**src/rtl/via_pkg.sv**
```systemverilog
package via_pkg;
  localparam logic [3:0] IX_PB   = 4'd0;
  localparam logic [3:0] IX_PA   = 4'd1;
  localparam logic [3:0] IX_DB   = 4'd2;
  localparam logic [3:0] IX_DA   = 4'd3;
  localparam logic [3:0] IX_T1CL = 4'd4;
  localparam logic [3:0] IX_T1CH = 4'd5;
  localparam logic [3:0] IX_T1LL = 4'd6;
  localparam logic [3:0] IX_T1LH = 4'd7;
  localparam logic [3:0] IX_T2L  = 4'd8;
  localparam logic [3:0] IX_T2H  = 4'd9;
  localparam logic [3:0] IX_SHF  = 4'd10;
  localparam logic [3:0] IX_AUX  = 4'd11;
  localparam logic [3:0] IX_PCT  = 4'd12;
  localparam logic [3:0] IX_FLG  = 4'd13;
  localparam logic [3:0] IX_ENA  = 4'd14;
  localparam logic [3:0] IX_PAN  = 4'd15;

  localparam int FB_T1 = 6;
  localparam int FB_T2 = 5;
  localparam int FB_SH = 2;
  localparam logic [1:0] T1_CONT = 2'b01;
endpackage

```
**src/rtl/via_timer_rel.sv**
```systemverilog
module via_timer_rel #(
  parameter int TW = 16
) (
  input  logic          clk,
  input  logic          rst,
  input  logic          tick,
  input  logic          cont,
  input  logic          wr_lo,
  input  logic          wr_hi_load,
  input  logic          wr_hi_only,
  input  logic [TW/2-1:0] wbyte,
  output logic [TW-1:0] cnt_o,
  output logic [TW-1:0] latch_o,
  output logic          zero_o
);
  localparam int HW = TW / 2;
  logic [TW-1:0] cnt_q, latch_q;
  logic          wrap_q;

  always_ff @(posedge clk) begin
    if (rst) begin
      cnt_q   <= '1;
      latch_q <= '1;
      wrap_q  <= 1'b0;
    end else begin
      if (wr_lo) latch_q[HW-1:0] <= wbyte;
      if (wr_hi_load || wr_hi_only) latch_q[TW-1:HW] <= wbyte;
      if (wr_hi_load) begin
        cnt_q  <= {wbyte, latch_q[HW-1:0]};
        wrap_q <= 1'b0;
      end else if (tick) begin
        if (cont && wrap_q) begin
          cnt_q  <= latch_q;
          wrap_q <= 1'b0;
        end else begin
          cnt_q  <= cnt_q - 1'b1;
          wrap_q <= (cnt_q == '0);
        end
      end
    end
  end

  assign zero_o  = !wr_hi_load && tick && cont &&
                   ((wrap_q && latch_q == '0) || (!wrap_q && cnt_q == TW'(1)));
  assign cnt_o   = cnt_q;
  assign latch_o = latch_q;
endmodule

```
**src/rtl/via_timer_one.sv**
```systemverilog
module via_timer_one #(
  parameter int TW = 16
) (
  input  logic          clk,
  input  logic          rst,
  input  logic          tick,
  input  logic          wr_lo,
  input  logic          wr_hi,
  input  logic [TW/2-1:0] wbyte,
  output logic [TW-1:0] cnt_o,
  output logic          zero_o
);
  localparam int HW = TW / 2;
  logic [TW-1:0] cnt_q;
  logic [HW-1:0] lo_q;
  logic          armed_q;

  assign zero_o = !wr_hi && tick && armed_q && (cnt_q == TW'(1));

  always_ff @(posedge clk) begin
    if (rst) begin
      cnt_q   <= '1;
      lo_q    <= '0;
      armed_q <= 1'b0;
    end else begin
      if (wr_lo) lo_q <= wbyte;
      if (wr_hi) begin
        cnt_q   <= {wbyte, lo_q};
        armed_q <= 1'b1;
      end else if (tick) begin
        cnt_q <= cnt_q - 1'b1;
        if (zero_o) armed_q <= 1'b0;
      end
    end
  end

  assign cnt_o = cnt_q;
endmodule

```
**src/rtl/via_irq_ctl.sv**
```systemverilog
module via_irq_ctl #(
  parameter int FW = 7,
  parameter logic [FW-1:0] IRQ_MASK = 7'h44
) (
  input  logic          clk,
  input  logic          rst,
  input  logic [FW-1:0] set_i,
  input  logic [FW-1:0] clr_i,
  input  logic          ena_wr,
  input  logic [FW:0]   wbyte,
  output logic [FW-1:0] flg_o,
  output logic [FW-1:0] ena_o,
  output logic          irq_o
);
  logic [FW-1:0] flg_q, ena_q, flg_n, ena_n;

  always_comb begin
    flg_n = (flg_q & ~clr_i) | set_i;
    ena_n = ena_q;
    if (ena_wr) begin
      if (wbyte[FW]) ena_n = ena_q | wbyte[FW-1:0];
      else           ena_n = ena_q & ~wbyte[FW-1:0];
    end
  end

  always_ff @(posedge clk) begin
    if (rst) begin
      flg_q <= '0;
      ena_q <= '0;
      irq_o <= 1'b0;
    end else begin
      flg_q <= flg_n;
      ena_q <= ena_n;
      irq_o <= |(flg_n & ena_n & IRQ_MASK);
    end
  end

  assign flg_o = flg_q;
  assign ena_o = ena_q;
endmodule

```
**src/rtl/via_regblk.sv**
```systemverilog
module via_regblk
  import via_pkg::*;
#(
  parameter int DW = 8,
  parameter int IW = 4
) (
  input  logic          clk,
  input  logic          rst,
  input  logic          tick_en,
  input  logic          wr_en,
  input  logic          rd_en,
  input  logic [IW-1:0] reg_idx,
  input  logic [DW-1:0] wdata,
  input  logic          sh_evt,
  output logic [DW-1:0] rdata,
  output logic          irq,
  output logic [DW-1:0] pa_q,
  output logic [DW-1:0] pb_q,
  output logic [DW-1:0] pa_dir,
  output logic [DW-1:0] pb_dir
);
  localparam int TW = 2 * DW;
  localparam int FW = DW - 1;

  logic [DW-1:0] shf_q, aux_q, pct_q;
  logic [TW-1:0] t1_cnt, t1_latch, t2_cnt;
  logic          t1_zero, t2_zero;
  logic [FW-1:0] flg_q, ena_q, set_v, clr_v;

  function automatic logic hit(input logic en, input logic [IW-1:0] a, input logic [3:0] b);
    return en && (a == IW'(b));
  endfunction

  via_timer_rel #(.TW(TW)) u_t1 (
    .clk(clk), .rst(rst), .tick(tick_en),
    .cont(aux_q[DW-1:DW-2] == T1_CONT),
    .wr_lo(hit(wr_en, reg_idx, IX_T1CL) || hit(wr_en, reg_idx, IX_T1LL)),
    .wr_hi_load(hit(wr_en, reg_idx, IX_T1CH)),
    .wr_hi_only(hit(wr_en, reg_idx, IX_T1LH)),
    .wbyte(wdata), .cnt_o(t1_cnt), .latch_o(t1_latch), .zero_o(t1_zero)
  );

  via_timer_one #(.TW(TW)) u_t2 (
    .clk(clk), .rst(rst), .tick(tick_en),
    .wr_lo(hit(wr_en, reg_idx, IX_T2L)),
    .wr_hi(hit(wr_en, reg_idx, IX_T2H)),
    .wbyte(wdata), .cnt_o(t2_cnt), .zero_o(t2_zero)
  );

  always_comb begin
    set_v = '0;
    set_v[FB_T1] = t1_zero;
    set_v[FB_T2] = t2_zero;
    set_v[FB_SH] = sh_evt;
    clr_v = hit(wr_en, reg_idx, IX_FLG) ? wdata[FW-1:0] : '0;
    if (hit(wr_en, reg_idx, IX_T1CH) || hit(wr_en, reg_idx, IX_T1LH) ||
        hit(rd_en, reg_idx, IX_T1CL))
      clr_v[FB_T1] = 1'b1;
    if (hit(rd_en, reg_idx, IX_T2L)) clr_v[FB_T2] = 1'b1;
    if (hit(rd_en, reg_idx, IX_SHF)) clr_v[FB_SH] = 1'b1;
  end

  via_irq_ctl #(.FW(FW), .IRQ_MASK(FW'(7'h44))) u_irq (
    .clk(clk), .rst(rst), .set_i(set_v), .clr_i(clr_v),
    .ena_wr(hit(wr_en, reg_idx, IX_ENA)), .wbyte(wdata),
    .flg_o(flg_q), .ena_o(ena_q), .irq_o(irq)
  );

  always_ff @(posedge clk) begin
    if (rst) begin
      pa_q <= '0; pb_q <= '0; pa_dir <= '0; pb_dir <= '0;
      shf_q <= '0; aux_q <= '0; pct_q <= '0;
    end else if (wr_en) begin
      case (reg_idx)
        IX_PB:         pb_q   <= wdata;
        IX_PA, IX_PAN: pa_q   <= wdata;
        IX_DB:         pb_dir <= wdata;
        IX_DA:         pa_dir <= wdata;
        IX_SHF:        shf_q  <= wdata;
        IX_AUX:        aux_q  <= wdata;
        IX_PCT:        pct_q  <= wdata;
        default: ;
      endcase
    end
  end

  logic [DW-1:0] rd_mux;
  always_comb begin
    case (reg_idx)
      IX_PB:   rd_mux = pb_q;
      IX_PA:   rd_mux = pa_q;
      IX_DB:   rd_mux = pb_dir;
      IX_DA:   rd_mux = pa_dir;
      IX_T1CL: rd_mux = t1_cnt[DW-1:0];
      IX_T1CH: rd_mux = t1_cnt[TW-1:DW];
      IX_T1LL: rd_mux = t1_latch[DW-1:0];
      IX_T1LH: rd_mux = t1_latch[TW-1:DW];
      IX_T2L:  rd_mux = t2_cnt[DW-1:0];
      IX_T2H:  rd_mux = t2_cnt[TW-1:DW];
      IX_SHF:  rd_mux = shf_q;
      IX_AUX:  rd_mux = aux_q;
      IX_PCT:  rd_mux = pct_q;
      IX_FLG:  rd_mux = {|(flg_q & ena_q), flg_q};
      IX_ENA:  rd_mux = {1'b1, ena_q};
      default: rd_mux = pa_q;
    endcase
  end

  always_ff @(posedge clk) begin
    if (rst)        rdata <= '0;
    else if (rd_en) rdata <= rd_mux;
  end
endmodule

```
**config.mk**
```make
export PLATFORM = sky130hd
export DESIGN_NAME = via_regblk
export DESIGN_NICKNAME = d
export VERILOG_FILES = /design/src/rtl/via_pkg.sv /design/src/rtl/via_timer_rel.sv /design/src/rtl/via_timer_one.sv /design/src/rtl/via_irq_ctl.sv /design/src/rtl/via_regblk.sv
export SDC_FILE = /design/constraint.sdc
export NUM_CORES = 1
export LEC_CHECK = 0
export ABC_AREA = 1
export BUFFER_PORTS_ARGS = -buffer_cell sky130_fd_sc_hd__buf_2
export CORE_UTILIZATION = 54
export DETAILED_ROUTE_END_ITERATION = 7
export GPL_ROUTABILITY_DRIVEN = 0
export MAX_ROUTING_LAYER = met4
export PLACE_DENSITY = 0.76
export SKIP_CTS_REPAIR_TIMING = 1
export SYNTH_ARGS = -nofsm -noshare
export SYNTH_HDL_FRONTEND = slang
export SYNTH_SLANG_ARGS = --single-unit
```
**constraint.sdc**
```tcl
create_clock -name clk -period 1.6 [get_ports clk]
set_clock_uncertainty 0.1 [all_clocks]
set_input_delay 0.4 -clock clk [delete_from_list [all_inputs] [get_ports clk]]
set_output_delay 0.4 -clock clk [all_outputs]
set_load 0.1 [all_outputs]
```
# [Word level (Yosys, flattened, before mapping)]
# Cells that the tools add are included.
[totals] output_inout_bits=41 input_bits=18 ff_bits=137
[classes] reduce_logical=45 bitwise=8 mux=16 n_eq_ne=18 addsub=2
[ops] cell="$pmux W8 S14" n=1
[ops] cell="$mux W16" n=5
[ops] cell="$eq A16 B1 Y1 const B" n=2
[ops] cell="$eq A4 B4 Y1 const B" n=8
[ops] cell="$logic_not A16 Y1" n=2
[ops] cell="$sub A16 B1 Y16 const B" n=2
[ops] cell="$and A7 B7 Y7" n=4
[ops] cell="$mux W7" n=3
[ops] cell="$logic_and A1 B1 Y1" n=20
[ops] cell="$eq A4 B3 Y1 const B" n=4
[ops] cell="$reduce_and A2 Y1" n=8
[ops] cell="$not A7 Y7" n=2
[ops] cell="$or A7 B7 Y7" n=2
[ops] cell="$eq A4 B2 Y1 const B" n=2
[ops] cell="$mux W1" n=7
[ops] cell="$reduce_or A7 Y1" n=1
[ops] cell="$reduce_bool A2 Y1" n=3
[ops] cell="$reduce_or A2 Y1" n=3
[ops] cell="$eq A4 B1 Y1 const B" n=1
[ops] cell="$logic_not A4 Y1" n=1
[ops] cell="$logic_or A1 B1 Y1" n=4
[ops] cell="$logic_not A1 Y1" n=3
[ops] cell="$eq A2 B1 Y1 const B" n=1

# [Logic depth before layout (Yosys ltp)]
[depth] ltp_word=10 depth_mapped=12 depth_no_buf=12

# [Hierarchy]
# From an unflattened synthesis, not the netlist that was laid out.
[hier_totals] hier_cells=1176 hier_area_um2=7494.7
[by_module_without_submodules] module="via_regblk" cells_each=595 area_each_um2=3642.2 instances=1
[by_module_without_submodules] module="via_timer_rel" cells_each=289 area_each_um2=1875.5 instances=1
[by_module_without_submodules] module="via_timer_one" cells_each=214 area_each_um2=1407.6 instances=1
[by_module_without_submodules] module="via_irq_ctl" cells_each=78 area_each_um2=569.3 instances=1

# [Worst setup path after synthesis]
# No wires, ideal clock.
[synth_timing] path_type="input port to flip-flop" startpoint="in wr_en" endpoint="reg u_t1.latch_q[0], in the netlist u_t1.latch_o[0]" path_buffers=2 arrival_ns=1.409 t_required_ns=1.362 path_stages=5 slack_ns=-0.047 path_cell_list="buf_4 inv_1 nor3_1 buf_2 o211ai_1"
[synth_via] elab_chain_cells=2
[synth_lines] item="start, declared" line_no="via_regblk.sv:10" rtl="input logic wr_en,"
[synth_lines] item="$logic_and A1 B1 Y1" line_no="via_regblk.sv:31" rtl="return en && (a == IW'(b));"
[synth_lines] item="$logic_or A1 B1 Y1 (*)" line_no="via_regblk.sv:37" rtl=".wr_lo(hit(wr_en, reg_idx, IX_T1CL) || hit(wr_en, reg_idx, IX_T1LL)),"
[synth_lines] item="end signal, assigned by index" line_no="via_timer_rel.sv:26" rtl="if (wr_lo) latch_q[HW-1:0] <= wbyte;"
[synth_lines] item="end signal, assigned by index" line_no="via_timer_rel.sv:27" rtl="if (wr_hi_load || wr_hi_only) latch_q[TW-1:HW] <= wbyte;"
[synth_lines] item="end, declared" line_no="via_timer_rel.sv:17" rtl="logic [TW-1:0] cnt_q, latch_q;"
# Mark *: on every way between the ends. The rest lies on a longest branch, timed or not.
# A chain may end at the register's enable or synchronous reset.

# [Worst setup path after layout]
[layout_timing] startpoint="reg rdata[1]" endpoint="out rdata[1]"
[layout_lines] item="start, declared" line_no="via_regblk.sv:15" rtl="output logic [DW-1:0] rdata,"
[layout_lines] item="start signal, assigned" line_no="via_regblk.sv:111" rtl="else if (rd_en) rdata <= rd_mux;"
# No word-level cell between the ends.

==> flow_summary.ini <==
[layout]
most_common_cell_after_layout_fill_and_taps_aside = sky130_fd_sc_hd__nand2_1
n_fill_cell = 1008
final_layout_size_suffix_gt1_share_pct = 21.8
antenna_cells = 0
nNetsFinal = 1221
layout-area-overhead-vs-synth_pct = 34.8
leading_cell_types_in_the_layout_fill_and_taps_excluded = sky130_fd_sc_hd__nand2_1, sky130_fd_sc_hd__dfxtp_1, sky130_fd_sc_hd__a21oi_1

[critical_path]
crit_path_max_fanout = 2
critical_path_buf_inv_count = 1
critical-path-slowest-cell = sky130_fd_sc_hd__dfxtp_1
cp_data_required_time_ps = 1100
critPathKind = register to output pin
list_of_cells_traversed_by_the_critical_path = buf_6
crit_path_end_kind = output pin
max_stage_delay_ps = 410
startpoint_type = register
timing.critical_path.max_delay_family = flip-flops
worst-endpoint-arrival_ps = 1100

[global_routing]
antenna_found_initial = 0
grt_start_max_net_pins = 73
grt_pass1_vias = 7129
grtUsageTotal_pct = 37.5
grt_remaining_overflow = 0
global_route_wire_length_before_repair_um = 37000

[drt]
route.antenna.remaining_nets = 0
drt_first_iter_violations = 980
total_iterations_of_the_first_detailed_routing_run = 6
detail_route.drc_violations = 0
wl_um = 24300
post_drt_via_cell_ratio = 5.83
wl_per_cell_um = 17.6
route.vias.total = 8069

[clocking]
clock_sinks = 137
clock_tree.htree_level_count = 4
cts_tree = built
ctsLongestPathBuffers = 2
clk_transition_reported_paths_ps = 60
numCtsBuffers = 17
clkLatencyLatePin_ps = 430
clock_tree.root_cell = sky130_fd_sc_hd__clkbuf_16

[timing]
post_route_setup_slack_ps = 4.74
report.final.setup_viol = 0
worst_pin_slew_ps = 365
period_minus_slack_ps = 1600
slew-limit-headroom_pct = 75.4
max_clock_freq_ghz = 0.627
timing_hold_violations_final = 0
maxSlewViolCount = 0
layout_worst_path_cycle_share_pct = 99.7
hold_slack_ps = 188

[die]
placement_rows = 41
initial_utilization_pct = 55.8
total_i_o_pin_count = 59
dieHeight_um = 117
design.core.area_mm2 = 0.0127
dieArea_mm2 = 0.0136
die_x_um = 117

[status]
status = finished, final reports clean

[synthesis]
synth_async_sr_flop_share_pct = 0
postSynthAreaPerCell_um2 = 6.69
ys.flop_type = sky130_fd_sc_hd__dfxtp_1
synth_sequential_area_ratio_pct = 38.6
postSynthCellCount = 1061
mappedNetlistArea_mm2 = 0.00710
synth.distinct_cells = 39
synth-warning-count = 0
synth_edf_count = 0
postSynthNetCount = 1083
ys_ff_latch = 137

[pwr]
power_uw = 9140
switching_share_pct = 28.8
vdd_ir_drop_max_v = 0.000980
total_leakage_power_uw = 0.00425
power_frac_clock_pct = 45.9
powerDensity_mw_per_mm2 = 956
seq_power_share_pct = 39.9
combinationalPowerShare_pct = 14.2
power_switching_uw = 2630
p_int_uw = 6510

[placed_design]
place_worst_setup_slack_ps = -342
buffer_ports.inserted = 58
post_detailed_placement_half_perimeter_wirelength_um = 17200

[flow_run]
max_cap_viol_count = 0

[hold_path]
hold_path.class = primary input to register
## per-layer routing
layer  global-route usage [%]  wire length, um
met1                     48.6             9920
met2                     57.4            10900
met3                     6.38             2480
met4                     16.7             1040
met5                        -                0
## power groups by stage
| stage | clock network, uW | registers (uW) | logic [uW] |
|---|---|---|---|
| global route | 4330 | 3650 | 1380 |
| detailed placement | 0 | 3710 | 1230 |
| CTS | 4190 | 3630 | 1240 |
| finish | 4200 | 3640 | 1300 |
| global placement | 0 | 3710 | 1220 |
| floorplan | 0 | 3900 | 522 |
## layout make-up
type / count / area [um2] / area share (%)
Tap cell: 172 / 215 / 2.25
Inverter: 109 / 409 / 4.28
Sequential cell: 137 / 2750 / 28.7
Multi-Input combinational cell: 768 / 3800 / 39.7
Clock buffer: 18 / 439 / 4.59
Timing Repair Buffer: 166 / 1770 / 18.5
Clock inverter: 14 / 186 / 1.95
## per-stage QoR
stage,utilization [%],area [um2],cells,TNS [ps]
final,75.2,9570,1384,0
after global routing,75.2,9570,1384,-21.8
after CTS,74.0,9410,1381,-1240
after detailed placement,69.1,8790,1349,-21980
after global placement,69.1,8790,1349,-19650
after floorplan,-,7110,1061,-58.5
## kinds of logic after synthesis
family          count (synthesis)  synth area share [%]
flops                         137                  38.6
compound gates                250                  19.9
simple gates                  502                  30.2
buf+inv                       157                  9.20
xor+xnor                       11                  1.36
fa+ha+maj                       4                 0.705
## Yosys cell counts, types with 2 or more instances
master | instances | area [um2]
sky130_fd_sc_hd__a21oi_1 | 113 | 566
sky130_fd_sc_hd__a221oi_1 | 6 | 52.6
sky130_fd_sc_hd__a31oi_1 | 2 | 12.5
sky130_fd_sc_hd__buf_1 | 2 | 7.51
sky130_fd_sc_hd__buf_2 | 6 | 30.0
sky130_fd_sc_hd__buf_4 | 4 | 30.0
sky130_fd_sc_hd__buf_6 | 5 | 56.3
sky130_fd_sc_hd__clkbuf_1 | 30 | 113
sky130_fd_sc_hd__dfxtp_1 | 137 | 2740
sky130_fd_sc_hd__ha_1 | 4 | 50.1
sky130_fd_sc_hd__inv_1 | 102 | 383
sky130_fd_sc_hd__inv_2 | 6 | 22.5
sky130_fd_sc_hd__nand2_1 | 264 | 991
sky130_fd_sc_hd__nand2_2 | 6 | 37.5
sky130_fd_sc_hd__nand2_4 | 4 | 45.0
sky130_fd_sc_hd__nand3_1 | 87 | 435
sky130_fd_sc_hd__nand4_1 | 6 | 37.5
sky130_fd_sc_hd__nor2_1 | 112 | 420
sky130_fd_sc_hd__nor2_2 | 5 | 31.3
sky130_fd_sc_hd__nor2_4 | 5 | 56.3
sky130_fd_sc_hd__nor3_1 | 5 | 25.0
sky130_fd_sc_hd__nor4_1 | 3 | 18.8
sky130_fd_sc_hd__o2111ai_1 | 2 | 17.5
sky130_fd_sc_hd__o211ai_1 | 29 | 218
sky130_fd_sc_hd__o21ai_0 | 85 | 425
sky130_fd_sc_hd__o221ai_1 | 6 | 52.6
sky130_fd_sc_hd__o31ai_1 | 4 | 30.0
sky130_fd_sc_hd__xnor2_1 | 3 | 26.3
sky130_fd_sc_hd__xor2_1 | 8 | 70.1
## worst paths after layout
| check | from | to | slack (ps) | depth (start not counted) |
|---|---|---|---|---|
| setup / recovery | rdata[1]$_SDFFE_PP0P_ | rdata[1] | 5 | 1 |
| hold / removal | sh_evt | u_irq.flg_o[2]$_SDFF_PP0_ | 190 | 3 |
| setup reg to reg | u_t2.cnt_o[0]$_SDFFE_PP1P_ | rdata[0]$_SDFFE_PP0P_ | 80 | 10 |
| hold reg to reg | pct_q[5]$_SDFFE_PP0P_ | pct_q[5]$_SDFFE_PP0P_ | 350 | 2 |
No activity file was read; power rests on OpenSTA's default activity.
